## src/rtl/audio_pack_pkg.sv

```systemverilog
package audio_pack_pkg;
  localparam int SMP_W  = 24;
  localparam int WORD_W = 32;

  typedef enum logic [1:0] {
    SRC_LEFT   = 2'd0,
    SRC_RIGHT  = 2'd1,
    SRC_MONO   = 2'd2,
    SRC_STEREO = 2'd3
  } src_e;

  typedef enum logic [1:0] {
    PK_L16X2 = 2'd0,
    PK_LR16  = 2'd1,
    PK_L24   = 2'd2,
    PK_LR24  = 2'd3
  } pack_e;
endpackage

```

## src/rtl/aps_src_mux.sv

```systemverilog
module aps_src_mux
  import audio_pack_pkg::*;
#(
  parameter int SW = SMP_W
) (
  input  src_e          sel_i,
  input  logic [SW-1:0] l_i,
  input  logic [SW-1:0] r_i,
  output logic [SW-1:0] l_o,
  output logic [SW-1:0] r_o
);
  logic [SW:0] sum;
  logic [SW-1:0] avg;

  // one bit of headroom, arithmetic halving (floor)
  assign sum = {l_i[SW-1], l_i} + {r_i[SW-1], r_i};
  assign avg = sum[SW:1];

  always_comb begin
    unique case (sel_i)
      SRC_LEFT:  begin l_o = l_i; r_o = l_i; end
      SRC_RIGHT: begin l_o = r_i; r_o = r_i; end
      SRC_MONO:  begin l_o = avg; r_o = avg; end
      default:   begin l_o = l_i; r_o = r_i; end
    endcase
  end
endmodule

```

## src/rtl/aps_packer.sv

```systemverilog
module aps_packer
  import audio_pack_pkg::*;
#(
  parameter int SW = SMP_W,
  parameter int WW = WORD_W
) (
  input  logic          clk_i,
  input  logic          rst_ni,
  input  logic          clr_i,
  input  pack_e         mode_i,
  input  logic          smp_valid_i,
  input  logic [SW-1:0] l_i,
  input  logic [SW-1:0] r_i,
  output logic          word_valid_o,
  output logic [WW-1:0] word_o
);
  localparam int HW = WW / 2;
  localparam int XW = WW - SW;

  logic [HW-1:0] held_q;
  logic          have_half_q;
  logic [WW-1:0] pend_q;
  logic          pend_v_q;
  logic [WW-1:0] l_ext, r_ext;

  assign l_ext = {{XW{l_i[SW-1]}}, l_i};
  assign r_ext = {{XW{r_i[SW-1]}}, r_i};

  always_comb begin
    word_valid_o = 1'b0;
    word_o       = '0;
    if (pend_v_q) begin
      word_valid_o = 1'b1;
      word_o       = pend_q;
    end else if (smp_valid_i) begin
      unique case (mode_i)
        PK_L16X2: begin
          word_valid_o = have_half_q;
          word_o       = {l_i[HW-1:0], held_q};
        end
        PK_LR16: begin
          word_valid_o = 1'b1;
          word_o       = {r_i[HW-1:0], l_i[HW-1:0]};
        end
        default: begin
          word_valid_o = 1'b1;
          word_o       = l_ext;
        end
      endcase
    end
  end

  always_ff @(posedge clk_i or negedge rst_ni) begin
    if (!rst_ni) begin
      held_q      <= '0;
      have_half_q <= 1'b0;
      pend_q      <= '0;
      pend_v_q    <= 1'b0;
    end else if (clr_i) begin
      held_q      <= '0;
      have_half_q <= 1'b0;
      pend_q      <= '0;
      pend_v_q    <= 1'b0;
    end else begin
      pend_v_q <= 1'b0;
      if (smp_valid_i && !pend_v_q) begin
        if (mode_i == PK_LR24) begin
          pend_q   <= r_ext;
          pend_v_q <= 1'b1;
        end
        if (mode_i == PK_L16X2) begin
          if (have_half_q) begin
            have_half_q <= 1'b0;
          end else begin
            held_q      <= l_i[HW-1:0];
            have_half_q <= 1'b1;
          end
        end
      end
    end
  end
endmodule

```

## src/rtl/aps_fifo.sv

```systemverilog
module aps_fifo #(
  parameter int DEPTH = 128,
  parameter int W     = 32,
  localparam int AW   = (DEPTH > 1) ? $clog2(DEPTH) : 1,
  localparam int LW   = $clog2(DEPTH + 1)
) (
  input  logic          clk_i,
  input  logic          rst_ni,
  input  logic          clr_i,
  input  logic          push_i,
  input  logic [W-1:0]  wdata_i,
  input  logic          pop_i,
  output logic [W-1:0]  rdata_o,
  output logic [LW-1:0] level_o,
  output logic          full_o
);
  logic [W-1:0]  mem [DEPTH];
  logic [AW-1:0] wp_q, rp_q, wp_nx, rp_nx;
  logic [LW-1:0] lvl_q;
  logic          wr, rd;

  assign full_o  = (lvl_q == LW'(DEPTH));
  assign wr      = push_i && !full_o;
  assign rd      = pop_i && (lvl_q != '0);
  assign rdata_o = mem[rp_q];
  assign level_o = lvl_q;

  generate
    if ((1 << AW) == DEPTH) begin : g_pow2
      assign wp_nx = wp_q + 1'b1;
      assign rp_nx = rp_q + 1'b1;
    end else begin : g_wrap
      assign wp_nx = (wp_q == AW'(DEPTH - 1)) ? '0 : wp_q + 1'b1;
      assign rp_nx = (rp_q == AW'(DEPTH - 1)) ? '0 : rp_q + 1'b1;
    end
  endgenerate

  always_ff @(posedge clk_i) begin
    if (wr) mem[wp_q] <= wdata_i;
  end

  always_ff @(posedge clk_i or negedge rst_ni) begin
    if (!rst_ni) begin
      wp_q  <= '0;
      rp_q  <= '0;
      lvl_q <= '0;
    end else if (clr_i) begin
      wp_q  <= '0;
      rp_q  <= '0;
      lvl_q <= '0;
    end else begin
      if (wr) wp_q <= wp_nx;
      if (rd) rp_q <= rp_nx;
      unique case ({wr, rd})
        2'b10:   lvl_q <= lvl_q + 1'b1;
        2'b01:   lvl_q <= lvl_q - 1'b1;
        default: lvl_q <= lvl_q;
      endcase
    end
  end
endmodule

```

## src/rtl/aps_status.sv

```systemverilog
module aps_status #(
  parameter int LW  = 8,
  parameter int THW = 6
) (
  input  logic           clk_i,
  input  logic           rst_ni,
  input  logic           clr_i,
  input  logic [LW-1:0]  level_i,
  input  logic [THW-1:0] thr_code_i,
  input  logic           ovr_set_i,
  input  logic           ie_nempty_i,
  input  logic           ie_thr_i,
  input  logic           ie_ovr_i,
  input  logic           wake_en_i,
  input  logic           dma_sel_i,
  input  logic           dma_dflt_i,
  output logic           nempty_o,
  output logic           thr_o,
  output logic           ovr_o,
  output logic           irq_o,
  output logic           wake_o,
  output logic           dma_req_o
);
  logic [31:0] thr_words, lvl_ext;
  logic        ovr_q;

  // code 0 -> one word, otherwise twice the code
  assign thr_words = (thr_code_i == '0) ? 32'd1 : {31'(thr_code_i), 1'b0};
  assign lvl_ext   = 32'(level_i);

  assign nempty_o  = (level_i != '0);
  assign thr_o     = (lvl_ext >= thr_words);
  assign ovr_o     = ovr_q;
  assign irq_o     = (nempty_o & ie_nempty_i) | (thr_o & ie_thr_i) | (ovr_q & ie_ovr_i);
  assign wake_o    = thr_o & wake_en_i;
  assign dma_req_o = dma_sel_i ? thr_o : dma_dflt_i;

  always_ff @(posedge clk_i or negedge rst_ni) begin
    if (!rst_ni)        ovr_q <= 1'b0;
    else if (clr_i)     ovr_q <= 1'b0;
    else if (ovr_set_i) ovr_q <= 1'b1;
  end
endmodule

```

## src/rtl/audio_pack_fifo.sv

```systemverilog
module audio_pack_fifo
  import audio_pack_pkg::*;
#(
  parameter int DEPTH = 128,
  parameter int THW   = 6,
  localparam int LW   = $clog2(DEPTH + 1)
) (
  input  logic              clk_i,
  input  logic              rst_ni,
  input  logic              run_i,
  input  logic [1:0]        src_sel_i,
  input  logic [1:0]        pack_mode_i,
  input  logic [THW-1:0]    thr_code_i,
  input  logic              smp_valid_i,
  input  logic [SMP_W-1:0]  left_i,
  input  logic [SMP_W-1:0]  right_i,
  input  logic              rd_en_i,
  output logic [WORD_W-1:0] rd_data_o,
  output logic [LW-1:0]     level_o,
  output logic              nempty_o,
  output logic              thr_o,
  output logic              ovr_o,
  input  logic              ie_nempty_i,
  input  logic              ie_thr_i,
  input  logic              ie_ovr_i,
  input  logic              wake_en_i,
  input  logic              dma_sel_i,
  input  logic              dma_dflt_i,
  output logic              irq_o,
  output logic              wake_o,
  output logic              dma_req_o
);
  logic              clr;
  logic [SMP_W-1:0]  l_rt, r_rt;
  logic              wv;
  logic [WORD_W-1:0] wd;
  logic              full;

  assign clr = !run_i;

  aps_src_mux #(.SW(SMP_W)) u_src (
    .sel_i (src_e'(src_sel_i)),
    .l_i   (left_i),
    .r_i   (right_i),
    .l_o   (l_rt),
    .r_o   (r_rt)
  );

  aps_packer #(.SW(SMP_W), .WW(WORD_W)) u_pack (
    .clk_i        (clk_i),
    .rst_ni       (rst_ni),
    .clr_i        (clr),
    .mode_i       (pack_e'(pack_mode_i)),
    .smp_valid_i  (smp_valid_i),
    .l_i          (l_rt),
    .r_i          (r_rt),
    .word_valid_o (wv),
    .word_o       (wd)
  );

  aps_fifo #(.DEPTH(DEPTH), .W(WORD_W)) u_fifo (
    .clk_i   (clk_i),
    .rst_ni  (rst_ni),
    .clr_i   (clr),
    .push_i  (wv),
    .wdata_i (wd),
    .pop_i   (rd_en_i),
    .rdata_o (rd_data_o),
    .level_o (level_o),
    .full_o  (full)
  );

  aps_status #(.LW(LW), .THW(THW)) u_stat (
    .clk_i       (clk_i),
    .rst_ni      (rst_ni),
    .clr_i       (clr),
    .level_i     (level_o),
    .thr_code_i  (thr_code_i),
    .ovr_set_i   (wv & full),
    .ie_nempty_i (ie_nempty_i),
    .ie_thr_i    (ie_thr_i),
    .ie_ovr_i    (ie_ovr_i),
    .wake_en_i   (wake_en_i),
    .dma_sel_i   (dma_sel_i),
    .dma_dflt_i  (dma_dflt_i),
    .nempty_o    (nempty_o),
    .thr_o       (thr_o),
    .ovr_o       (ovr_o),
    .irq_o       (irq_o),
    .wake_o      (wake_o),
    .dma_req_o   (dma_req_o)
  );
endmodule

```

## config.mk

```make
export PLATFORM = sky130hd
export DESIGN_NAME = audio_pack_fifo
export DESIGN_NICKNAME = d
export VERILOG_FILES = /design/src/rtl/audio_pack_pkg.sv /design/src/rtl/aps_src_mux.sv /design/src/rtl/aps_packer.sv /design/src/rtl/aps_fifo.sv /design/src/rtl/aps_status.sv /design/src/rtl/audio_pack_fifo.sv
export SDC_FILE = /design/constraint.sdc
export NUM_CORES = 2
export LEC_CHECK = 0
export ABC_AREA = 1
export ABC_CLOCK_PERIOD_IN_PS = 15100
export BUFFER_PORTS_ARGS = -buffer_cell sky130_fd_sc_hd__buf_2
export CAP_MARGIN = 20
export CORE_UTILIZATION = 45
export DETAILED_ROUTE_END_ITERATION = 8
export GPL_TIMING_DRIVEN = 1
export SLEW_MARGIN = 20
export SYNTH_ARGS = -nofsm -noshare
export SYNTH_HDL_FRONTEND = slang
export SYNTH_SLANG_ARGS = --single-unit
```

## constraint.sdc

```tcl
create_clock -name clk_i -period 15.1 [get_ports clk_i]
set_input_delay 0.755 -clock clk_i [delete_from_list [all_inputs] [get_ports clk_i]]
set_output_delay 0.755 -clock clk_i [all_outputs]
set_load 0.02 [all_outputs]
```

After elaboration in Yosys (flattened, before gate mapping). Memory sizes are Yosys's and may differ from the RTL's. Cells that the tools add are included.

Bitwise gates (word level): 7. Magnitude comparators: 1. Reductions and logical operators: 12. Add/sub/neg operators: 5. Equal/unequal tests: 15. Mux-type cells: 34.

Operators with widths (number): 32-bit two-way mux (5); 24-bit one-hot mux with 2 select lines (2); 16-bit two-way mux (4); 32-bit one-hot mux with 2 select lines (1); 7-bit two-way mux (5); 8-bit by 32-bit >= comparator with 1-bit output (1); 24-bit by 24-bit adder with 25-bit output (1); 8-bit one-hot mux with 2 select lines (1); 1-bit two-way mux (15); 7-bit by 1-bit adder with 7-bit output, second input constant (2); 2-bit by 1-bit inequality test with 1-bit output, second input constant (6); 8-bit by 1-bit adder with 8-bit output, second input constant (1); 8-bit equality test, second input constant (1); 8-bit two-way mux (1); 8-bit nonzero test (1); 8-bit by 1-bit subtractor with 8-bit output, second input constant (1); 2-bit by 1-bit equality test with 1-bit output, second input constant (3); 2-bit equality test, second input constant (3); 6-bit logical NOT (1); 1-bit AND (5); 2-bit logical NOT (2); 2-bit AND reduction (2); 1-bit logical AND (3); 3-bit by 1-bit inequality test with 1-bit output, second input constant (1); other kinds (4) (6).

Memories kept: 1. Memory bits (writable): 4096. Register bits: 73.

Memory list: u_fifo.mem (depth 128, width 32, rd ports 1, clocked after Yosys merged registers in 0, wr ports 1, line aps_fifo.sv:17) `logic [W-1:0] mem [DEPTH];`.

Depth between registers and ports, before layout.
Depth after elaboration: 8. Depth in mapped cells: 18.

By module. A second synthesis with hierarchy kept.

Cells, all modules: 13284. Area total of the unflattened synthesis: 167989.9 um2.

Modules (own cells, without submodules): aps_fifo (instances 1, area each 162447.0 um2, seq. area each 123548.5 um2, cells each 12301); aps_src_mux (instances 1, area each 2676.3 um2, seq. area each 0.0 um2, cells each 546); aps_packer (instances 1, area each 2532.4 um2, seq. area each 1051.0 um2, cells each 376); aps_status (instances 1, area each 322.8 um2, seq. area each 25.0 um2, cells each 58); audio_pack_fifo (instances 1, area each 11.3 um2, seq. area each 0.0 um2, cells each 3).

Least setup slack after synthesis. No wires, ideal clock.

Path kind: input port to flip-flop. Start point: input port left_i[3]. End point: memory u_fifo.mem[0][11] (data pin). Data arrival time: 5.595 ns. Stages: 10. Buffers on the path: 0. Setup slack: 8.584 ns. Required time: 14.179 ns. Setup time: 0.921 ns. Path through: ha_1 > or2_2 > and2_1 > nand3_1 > nand2_1 > nand2_1 > nand3_1 > nand2_1 > nand2_1 > o221ai_1.

Word-level cells in the longest chain between the ends: 5.

RTL lines: start, declared (line audio_pack_fifo.sv:15) `input logic [SMP_W-1:0] left_i,`; 24-bit by 24-bit adder with 25-bit output (line aps_src_mux.sv:16) `assign sum = {l_i[SW-1], l_i} + {r_i[SW-1], r_i};`; 24-bit one-hot mux with 2 select lines (line aps_src_mux.sv:20) `unique case (sel_i)`; 32-bit one-hot mux with 2 select lines (line aps_packer.sv:36) `unique case (mode_i)`; 32-bit two-way mux (line aps_packer.sv:35) `end else if (smp_valid_i) begin`; 32-bit two-way mux (line aps_packer.sv:32) `if (pend_v_q) begin`; named net u_fifo.wdata_i[11] (line aps_fifo.sv:11) `input logic [W-1:0] wdata_i,`; end, declared (line aps_fifo.sv:17).

The timed path passes the listed nets, and every way through them passes these cells.

Worst setup path after layout.
Start point: register u_fifo.rp_q[0]. End point: output port rd_data_o[2].

Word-level cells in the longest chain between the ends: 1.

RTL lines: start, declared (line aps_fifo.sv:18) `logic [AW-1:0] wp_q, rp_q, wp_nx, rp_nx;`; start signal, assigned (line aps_fifo.sv:53) `if (rd) rp_q <= rp_nx;`; memory read 128 x 32 bit; end, declared (line audio_pack_fifo.sv:18) `output logic [WORD_W-1:0] rd_data_o,`.

No other way between the ends.

==> impl_results.md <==
* Maximum VDD drop at between 0.1 and 0.15 mV
* Final WS setup at about 6800 ps
* DR pass1 iterations at 8
* Dpl hpwl at about 290000 µm
* Required @ worst endpoint at 14350 ps
* Synth top area share at about 74%
* Synth Instances at ~13000
* Met3 Use GR at slightly above 5%
* RePlAce Congestion at 0.871
* CTS Root Cell: clkbuf_16
* Most frequent cells after synthesis: 4096 x edfxtp_1, 2610 x nor2_1, 2067 x o21ai_0, 908 x nand2_1, 628 x o22ai_1
* Vias in the first global route at between 100k and 150k
* Critical path's top delay family: buffers and inverters
* Worst-Margin Slew at between 1000 and 1500 ps
* Largest net degree at the start of global routing at between 200 and 300
* DIE AREA at 373000 µm²
* Global-route wire length before repair at ~760000 µm
* Slew HR at 5.79%
* DRT Wirelength at between 500000 and 600000 µm
* Area growth syn-to-layout at 11.8%
* Setup violations, final at 0
* Die Span Y at 611 µm
* CTS clk-pin slew, worst paths at 60 ps
* Met1 Resource Use GR at between 30% and 40%
* R2r startpoint: u_pack.pend_v_q
* DRT antenna net count at 0
* Critical path, cell by cell: buf_12 -> buf_4 -> buf_4 -> buf_4 -> nor2_1 -> nor2_1 -> o21ai_0 -> o211ai_1 -> nand3_1 -> a31oi_2 -> a21oi_1 -> nor2_1 -> buf_2
* Gr busiest metal: met2
* P per Cell Area at about 150 nW/µm²
* Mapped cell area at roughly 170000 µm²
* Leakage Power at 60.4 nW
* CP max stage delay at 840 ps
* CTS tree: built
* Critical Path End: rd_data_o[2]
* Via-per-instance ratio at between 6 and 7
* Number of setup buffers added after CTS at 0
* Initial Util at between 40 and 50%
* Unrepaired setup endpoints after global routing: no
* Initial antenna violation count at 24
* Crit. End Element: output port
* Crit-path slowest cell: dfrtp_4
* Core Area at 369000 µm²
* FFs w/ async S/R, synth at 1.56%
* Crit path buffers/inverters at 5
* Setup Skew at between 70 and 80 ps
* Synth area leader: edfxtp_1
* Total GRT Usage at between 20% and 30%
* Worst Hold Class: input pin to async pin
* CTS Buf Count at roughly 420
* Final hold violations at 0
* Skew-Pair Late Insertion Delay at approximately 1000 ps
* Total grt overflow at 0
* Count of port buffers added during placement at approximately 110
* Capturing point of the worst reg2reg path: u_fifo.mem[68][1]
* CP startpoint kind: register
* Pre-CTS setup slack at approximately 8200 ps
* Outcome: complete, no violations
* Synth Warn # at 0
* Nets at 12999
* Setup TNS at 0 ps
* Tmin final at 8270 ps
* Part of the cycle the worst path needs at between 50% and 60%
* Crit path from: u_fifo.rp_q[0]
* Synth cell types at 47
* Post-CTS Resized at 0
* Max-cap violation count at 0
* CP max FO at around 190
* Max H-tree Level at 5
* Slew Limit Fails at 0
* # clock sinks at approximately 4200
* Critical path depth in cells at 13
* Routed vias at approximately 110k
* Ys flop type: edfxtp_1
* IO Pins at between 100 and 150
* Most frequent cell after synthesis: edfxtp_1
* Flops & latches, synth at between 4000 and 5000
* # DRC at 0
* Clock buffer depth at 4
* Layout cells sized above 1 at under 10%
* Syn_nets at between 10000 and 15000
* Hold_ws at between 100 and 150 ps
* Met2 usage at a little over two fifths
* Worst reg2reg path depth at 8
* Cts-stage hold buffer count at 1
* DR WL/cell at around 30 µm
* Setup CP Type: register to output port
* Rows at roughly 220
* Fmax at 121 MHz
* Post-Syn Area per Cell at between 10 and 15 µm²
* Overall Power at 28.8 mW
* Die width at 611 µm
* Register area share after synthesis at 74.7%
* Main area contributors after synthesis: edfxtp_1 74%, o21ai_0 6.2%, nor2_1 5.9%
* Reg2reg setup slack at between 10000 and 15000 ps
* Post-synth EDFFs at 4096
* Critical path arrival at between 7000 and 8000 ps
* Initial DRC count at approximately 16000
==> flip-flops by register name (all words and copies together), names as in the netlist <==
name                count
u_pack.pend_v_q         1
u_fifo.wp_q             7
u_pack.held_q          16
u_stat.ovr_o            1
u_fifo.mem           4096
u_fifo.level_o          8
u_pack.pend_q          24
u_fifo.rp_q             7
u_pack.have_half_q      1
==> per-layer routing <==
layer	share of wire, %	vias up
li1	-	47916
met1	39	56825
met2	45	6888
met3	11	993
met4	4.5	10
met5	0.013	-
==> worst reg2reg max path, cell delays in order, from the launching register on <==
cell and delay, ps:
dfrtp_1 360, buf_4 210, inv_2 260, nand2_1 390, nor2_1 410, inv_1 490, o221ai_4 710, buf_4 650
buf_4 730
==> how the worst min path moves through the flow <==
stage / startpoint / end / slack (ps)
after global placement: u_pack.pend_q[16] / u_pack.pend_q[16] / 460
after global routing: rst_ni / u_fifo.level_o[4] / 90
after floorplan: u_pack.pend_q[22] / u_pack.pend_q[22] / 450
after detailed placement: u_pack.pend_q[16] / u_pack.pend_q[16] / 470
final: rst_ni / u_fifo.level_o[4] / 120
after CTS: rst_ni / u_fifo.level_o[5] / 60
==> area by class of cell <==
class | instances | area (µm²)
Multi-Input combinational cell | 7715 | 38400
Tap cell | 4950 | 6190
Fill cell | 30778 | 183000
Inverter | 152 | 629
Timing Repair Buffer | 435 | 3180
Antenna cell | 10 | 25.0
Clock buffer | 544 | 11200
Clock inverter | 233 | 2300
Sequential cell | 4161 | 125000
==> logic make-up after synthesis <==
| logic type | after synthesis | share of synthesized area (%) |
|---|---|---|
| AOI/OAI and AO/OA | 3564 | 12.1 |
| buffers and inverters | 1052 | 3.15 |
| adders and majority gates | 43 | 0.331 |
| xor gates and xnor gates | 2 | 0.0105 |
| and+or+nand+nor | 4106 | 9.75 |
| DFF | 4161 | 74.7 |
==> power breakdown <==
group,internal (mW),leakage [nW],switching (mW),total (mW)
logic,1.38,15.5,4.19,5.56
registers,12.9,38.3,0.0504,13.0
clock network,5.87,6.61,4.45,10.3
==> through the flow <==
step | cell area (µm²) | instances | util, %
6_report | 187000 | 18200 | 50.6
5_1_grt | 187000 | 18191 | 50.5
4_1_cts | 187000 | 18189 | 50.5
3_5_place_dp | 173000 | 17411 | 46.9
3_3_place_gp | 173000 | 17411 | 46.9
2_1_floorplan | 167000 | 12928 | -
==> cell usage in the layout (no fill, tap or decap), types with 166 or more instances in the layout <==
cell type  netlist  routed
edfxtp_1      4096    4096
o22ai_1        628     628
o211ai_1       298     298
o21ai_0       2067    2067
nand3_1        491     491
buf_4           81     306
clkbuf_16        0     427
o221ai_1       179     166
nor2_1        2610    2481
nand2_1        908     891
a21oi_1        208     208
Note: power is estimated with default switching activity, not from simulation.
